$ cat src/rtl/int_alu_pkg.sv
`timescale 1ns/1ps
package int_alu_pkg;

    localparam int OPC_W = 4;

    localparam logic [OPC_W-1:0] OPC_ADD  = 4'd0;
    localparam logic [OPC_W-1:0] OPC_SUB  = 4'd1;
    localparam logic [OPC_W-1:0] OPC_CMP  = 4'd2;
    localparam logic [OPC_W-1:0] OPC_INC  = 4'd3;
    localparam logic [OPC_W-1:0] OPC_DEC  = 4'd4;
    localparam logic [OPC_W-1:0] OPC_SHL  = 4'd5;
    localparam logic [OPC_W-1:0] OPC_SHR  = 4'd6;
    localparam logic [OPC_W-1:0] OPC_LDLO = 4'd7;
    localparam logic [OPC_W-1:0] OPC_LDHI = 4'd8;
    localparam logic [OPC_W-1:0] OPC_LDSP = 4'd9;

    localparam int FLAG_Z = 0;
    localparam int FLAG_C = 1;

    // adder personalities
    typedef enum logic [1:0] {
        AS_ADD = 2'd0,   // a + b
        AS_RSB = 2'd1,   // b - a
        AS_INC = 2'd2,   // a + 1
        AS_DEC = 2'd3    // a - 1
    } addsub_mode_e;

endpackage

$ cat src/rtl/int_alu_addsub.sv
`timescale 1ns/1ps
module int_alu_addsub
    import int_alu_pkg::*;
#(
    parameter int DATA_W = 32
) (
    input  addsub_mode_e      mode,
    input  logic [DATA_W-1:0] src_a,
    input  logic [DATA_W-1:0] src_b,
    output logic [DATA_W-1:0] sum,
    output logic              carry
);
    localparam int EXT_W = DATA_W + 1;

    logic [DATA_W-1:0] x_op;
    logic [DATA_W-1:0] y_op;
    logic              cin;
    logic              is_borrow;
    logic [EXT_W-1:0]  wide;

    // one adder serves all four forms; borrow is the inverted carry out
    always_comb begin
        x_op      = src_a;
        y_op      = src_b;
        cin       = 1'b0;
        is_borrow = 1'b0;
        unique case (mode)
            AS_ADD: begin
                x_op = src_a;
                y_op = src_b;
            end
            AS_RSB: begin
                x_op      = src_b;
                y_op      = ~src_a;
                cin       = 1'b1;
                is_borrow = 1'b1;
            end
            AS_INC: begin
                y_op = '0;
                cin  = 1'b1;
            end
            AS_DEC: begin
                y_op      = '1;
                is_borrow = 1'b1;
            end
            default: ;
        endcase
    end

    assign wide  = {1'b0, x_op} + {1'b0, y_op} + {{DATA_W{1'b0}}, cin};
    assign sum   = wide[DATA_W-1:0];
    assign carry = wide[DATA_W] ^ is_borrow;

endmodule

$ cat src/rtl/int_alu_shift1.sv
`timescale 1ns/1ps
module int_alu_shift1 #(
    parameter int DATA_W = 32
) (
    input  logic              go_left,
    input  logic [DATA_W-1:0] src,
    output logic [DATA_W-1:0] shifted,
    output logic              spill
);
    always_comb begin
        if (go_left) begin
            shifted = {src[DATA_W-2:0], 1'b0};
            spill   = src[DATA_W-1];
        end else begin
            shifted = {1'b0, src[DATA_W-1:1]};
            spill   = src[0];
        end
    end
endmodule

$ cat src/rtl/int_alu_ldimm.sv
`timescale 1ns/1ps
module int_alu_ldimm #(
    parameter int DATA_W = 32,
    parameter int SP_W   = 24
) (
    input  logic              upper,
    input  logic [DATA_W-1:0] dst_old,
    input  logic [DATA_W-1:0] imm,
    output logic [DATA_W-1:0] merged,
    output logic              sp_fits
);
    localparam int HALF_W = DATA_W / 2;

    assign merged = upper ? {imm[HALF_W-1:0], dst_old[HALF_W-1:0]}
                          : {dst_old[DATA_W-1:HALF_W], imm[HALF_W-1:0]};

    generate
        if (SP_W < DATA_W) begin : g_sp_narrow
            assign sp_fits = ~|imm[DATA_W-1:SP_W];
        end else begin : g_sp_full
            assign sp_fits = 1'b1;
        end
    endgenerate
endmodule

$ cat src/rtl/int_alu_core.sv
`timescale 1ns/1ps
module int_alu_core
    import int_alu_pkg::*;
#(
    parameter int DATA_W = 32,
    parameter int SP_W   = 24
) (
    input  logic              clk,
    input  logic              rst_n,
    input  logic              op_valid,
    input  logic [3:0]        opcode,
    input  logic [DATA_W-1:0] src_a,
    input  logic [DATA_W-1:0] src_b,
    input  logic [DATA_W-1:0] dst_old,
    input  logic [DATA_W-1:0] imm,
    input  logic [1:0]        flags_in,
    output logic              res_valid,
    output logic [DATA_W-1:0] result,
    output logic              wr_en,
    output logic [1:0]        flags_out,
    output logic              sp_wr_en,
    output logic [SP_W-1:0]   sp_value,
    output logic              illegal_op,
    output logic              sp_err
);
    typedef struct packed {
        logic              res_valid;
        logic [DATA_W-1:0] result;
        logic              wr_en;
        logic [1:0]        flags;
        logic              sp_wr_en;
        logic [SP_W-1:0]   sp_value;
        logic              illegal;
        logic              sp_err;
    } alu_state_t;

    alu_state_t st_d, st_q;

    addsub_mode_e      as_mode;
    logic [DATA_W-1:0] as_sum;
    logic              as_carry;
    logic [DATA_W-1:0] sh_out;
    logic              sh_spill;
    logic [DATA_W-1:0] ld_merged;
    logic              ld_sp_fits;

    always_comb begin
        unique case (opcode)
            OPC_SUB, OPC_CMP: as_mode = AS_RSB;
            OPC_INC:          as_mode = AS_INC;
            OPC_DEC:          as_mode = AS_DEC;
            default:          as_mode = AS_ADD;
        endcase
    end

    int_alu_addsub #(.DATA_W(DATA_W)) u_addsub (
        .mode  (as_mode),
        .src_a (src_a),
        .src_b (src_b),
        .sum   (as_sum),
        .carry (as_carry)
    );

    int_alu_shift1 #(.DATA_W(DATA_W)) u_shift (
        .go_left (opcode == OPC_SHL),
        .src     (src_a),
        .shifted (sh_out),
        .spill   (sh_spill)
    );

    int_alu_ldimm #(.DATA_W(DATA_W), .SP_W(SP_W)) u_ldimm (
        .upper   (opcode == OPC_LDHI),
        .dst_old (dst_old),
        .imm     (imm),
        .merged  (ld_merged),
        .sp_fits (ld_sp_fits)
    );

    always_comb begin
        st_d           = st_q;
        st_d.res_valid = 1'b0;
        st_d.wr_en     = 1'b0;
        st_d.sp_wr_en  = 1'b0;
        st_d.illegal   = 1'b0;
        st_d.sp_err    = 1'b0;
        if (op_valid) begin
            st_d.res_valid = 1'b1;
            st_d.flags     = flags_in;
            case (opcode)
                OPC_ADD, OPC_SUB, OPC_CMP, OPC_INC, OPC_DEC: begin
                    st_d.result        = as_sum;
                    st_d.wr_en         = (opcode != OPC_CMP);
                    st_d.flags[FLAG_C] = as_carry;
                    st_d.flags[FLAG_Z] = (as_sum == '0);
                end
                OPC_SHL, OPC_SHR: begin
                    st_d.result        = sh_out;
                    st_d.wr_en         = 1'b1;
                    st_d.flags[FLAG_C] = sh_spill;
                    st_d.flags[FLAG_Z] = (sh_out == '0);
                end
                OPC_LDLO, OPC_LDHI: begin
                    st_d.result = ld_merged;
                    st_d.wr_en  = 1'b1;
                end
                OPC_LDSP: begin
                    if (ld_sp_fits) begin
                        st_d.sp_wr_en = 1'b1;
                        st_d.sp_value = imm[SP_W-1:0];
                    end else begin
                        st_d.sp_err = 1'b1;
                    end
                end
                default: begin
                    st_d.illegal = 1'b1;
                end
            endcase
        end
    end

    always_ff @(posedge clk or negedge rst_n) begin
        if (!rst_n) st_q <= '0;
        else        st_q <= st_d;
    end

    assign res_valid  = st_q.res_valid;
    assign result     = st_q.result;
    assign wr_en      = st_q.wr_en;
    assign flags_out  = st_q.flags;
    assign sp_wr_en   = st_q.sp_wr_en;
    assign sp_value   = st_q.sp_value;
    assign illegal_op = st_q.illegal;
    assign sp_err     = st_q.sp_err;

endmodule

$ cat config.mk
export PLATFORM = sky130hd
export DESIGN_NAME = int_alu_core
export DESIGN_NICKNAME = d
export VERILOG_FILES = /design/src/rtl/int_alu_pkg.sv /design/src/rtl/int_alu_addsub.sv /design/src/rtl/int_alu_shift1.sv /design/src/rtl/int_alu_ldimm.sv /design/src/rtl/int_alu_core.sv
export SDC_FILE = /design/constraint.sdc
export NUM_CORES = 1
export LEC_CHECK = 0
export BUFFER_PORTS_ARGS = -buffer_cell sky130_fd_sc_hd__buf_2
export CORE_MARGIN = 2
export CORE_UTILIZATION = 30
export CTS_CLUSTER_SIZE = 10
export DETAILED_ROUTE_END_ITERATION = 10
export SLEW_MARGIN = 20
export SYNTH_ARGS = -nofsm -noshare
export SYNTH_HDL_FRONTEND = slang
export SYNTH_SLANG_ARGS = --single-unit
$ cat constraint.sdc
create_clock -name clk -period 5.7 [get_ports clk]
set_clock_uncertainty 0.1 [all_clocks]
set_input_delay 1.14 -clock clk [delete_from_list [all_inputs] [get_ports clk]]
set_output_delay 1.14 -clock clk [all_outputs]
set_load 0.02 [all_outputs]
==> out/qor.yml <==
pwr:
  leakage_nw: 4.27
  power.density_nw_per_um2: 253
  finalPower_w: 0.00217
  ir_drop_mv: 0.133
timing:
  hold_violations: 0
  worst_pin_slew_ps: 1000
  slew-limit-headroom_pct: 32.9
  whs_ps: 365
  period_share_pct: 102
  rsz0062_at_grt: "yes"
  setup-violations-final: 1
  setup_slack_ps: -109
  fin_setup_tns_ps: -109
  max_freq_mhz: 172
  finalCriticalPeriod_ps: 5810
  maxSlewViolCount: 0
drt:
  drtPass1Iterations: 5
  drtIter0Drc: 433
  via_per_inst: 5.19
  drc_errors: 0
  num_vias: 7380
  drt_wl_total_um: 24400
  drtAntennaViolNets: 0
  wl_per_cell_um: 17.1
logic_synthesis:
  synth_warnings: 0
  synth_top_cell_by_area: "dfrtp_1"
  synthCells: 880
  synth_seq_cells: 63
  synth_cell_type_count: 55
  synth.area.top_cells: "dfrtp_1, nand2_1, o21ai_0"
  synth_area_sq_um: 6210
  avgSynthCellArea_sq_um: 7.05
  synth_seq_area_share_pct: 25.4
  synth_edf_count: 0
  yosysTopAreaCellShare_pct: 25.4
  syn_nets: 1053
  async_flop_share_pct: 100
  synth_flop_cell: "dfrtp_1"
die:
  ios: 200
  die_height_um: 148
  dieArea_sq_um: 21900
  die_w_um: 148
  core_area_sq_um: 20300
  start_util_pct: 30.6
  row_count: 52
finish:
  n_antenna_cell: 0
  seqCellArea_sq_um: 1580
  area_growth_pct: 38.4
  multiInputGateArea_sq_um: 4320
  final_nets: 1321
  fin_util_pct: 42.3
  fin_cells: 1423
  fillers: 2107
  drive_above_1_share_pct: 30.6
  mostFrequentLayoutCells: "buf_2, nand2_1, o21ai_0, buf_4, a21oi_1"
  mostFrequentLayoutCell: "buf_2"
placed_design:
  dpl.cell_count: 1407
  place_hpwl_um: 20200
  gp_congestion: 0.940
  port_buffers: 199
global_routing:
  grt_pass1_vias: 6916
  grt_overflow: 0
  grt_max_degree: 64
  track_usage_pct: 21.7
  grt_pass1_wl_um: 37700
  antenna_found_initial: 0
critical_path:
  cp-start-kind: "primary input"
  cp.required_ps: 5840
  critPathCaptureType: "flip-flop"
  crit_start: "opcode[2]"
  crit_end: "flags_out[0]"
  cp.arrival_ps: 5950
  critPathKind: "in -> reg"
  regToRegSetupSlack_ps: 2230
  critPathMaxFanout: 10
  reg2reg_depth: 8
  r2r-end: "flags_out[0]"
  r2r_start: "flags_out[0]"
worst_hold_path:
  hp-class: "reg -> reg"
clock_network:
  cts_tree: "built"
  clkSlewWorstSetupHoldPaths_ps: 50
  cts_buffer_depth: 2
  insertion_delay_ps: 330
  cts_root_buf: "clkbuf_16"
  cts_sinks: 63
  cts_buffers: 9
  htreeDepth: 3
  cts_hold_buffers: 0
job:
  maxCapViolCount: 0
run_status:
  status: "complete, but fails checks"
  violations: "negative setup slack"
==> stage by stage <==
stage          setup WS [ps]  cell area [sq um]
3_3_place_gp            -452               8220
6_report                -109               8590
5_1_grt                 -364               8590
3_5_place_dp            -507               8220
4_1_cts                 -104               8550
2_1_floorplan           -355               6270
==> report_power, final <==
part	total, W	switching [W]	internal (W)
sequential	0.000525	0.0000270	0.000498
clock	0.000561	0.000188	0.000372
combinational	0.00109	0.000598	0.000491
==> layout make-up <==
cell class	instances	area share (%)
multi-input combinational	718	50.3
timing repair buffer	315	22.0
sequential	63	18.3
tap	270	3.93
clock buffer	13	3.15
inverter	41	1.79
clock inverter	3	0.466
==> flip-flops by register name (all words and copies together), names as in the netlist <==
name,cells
result,32
sp_value,24
flags_out,2
illegal_op,1
res_valid,1
sp_err,1
sp_wr_en,1
wr_en,1
==> cell usage after synthesis, types with 8 or more instances <==
master,number
a21o_1,12
a21oi_1,93
a22oi_1,27
clkbuf_1,53
dfrtp_1,63
ha_1,34
inv_1,40
mux2i_1,32
nand2_1,191
nand3_1,9
nor2_1,39
nor4_1,11
o21a_1,8
o21ai_0,127
xnor2_1,18
xor2_1,13
==> kinds of logic (layout without fill, tap and decap cells) <==
group                      count (synthesis)  count (layout)  synth area share (%)
AOI/OAI and AO/OA                        321             321                  30.5
xor gates and xnor gates                  31              31                  4.37
adders and majority gates                 36              36                  7.50
buffers and inverters                     99             372                  6.23
DFF                                       63              63                  25.4
muxes                                     33              33                  5.34
and+or+nand+nor                          297             297                  20.7
==> per-layer routing <==
metal | up-vias | share of wire [%] | GRT usage (%)
met2 | 231 | 45 | 35.7
met5 | - | 0 | 0
li1 | 3657 | - | -
met3 | 36 | 6.0 | 2.93
met4 | 0 | 2.6 | 6.95
met1 | 3456 | 47 | 29.6
==> worst min path at each step <==
stage,start,to,slack (ps),depth (start not counted)
after CTS,sp_value[6],sp_value[6],370,2
after floorplan,sp_value[0],sp_value[0],490,2
final,sp_value[16],sp_value[16],370,2
after global routing,sp_value[4],sp_value[4],380,2
after detailed placement,sp_value[16],sp_value[16],360,2
after global placement,sp_value[6],sp_value[6],350,2
==> worst max-delay path: stages <==
cell and delay, ps:
buf_6 100, buf_4 150, nand3b_1 160, a21o_1 230
inv_1 70, ha_1 180, a21oi_2 40, nor2_1 90
a21oi_1 60, fa_2 360, fa_2 550, o211ai_1 100
or4_4 420, or4_4 420, or4b_4 490, or4_1 390
or4_1 390, or4_1 420, o31ai_2 180
==> what timing repair did <==
item	CTS	global route
resized for setup	4	11
buffers inserted	0	0
hold endpoints to repair	0	0
gates cloned	0	0
pin swaps	3	2
setup endpoints to repair	1	1
Power figures use the tool's default switching activity.
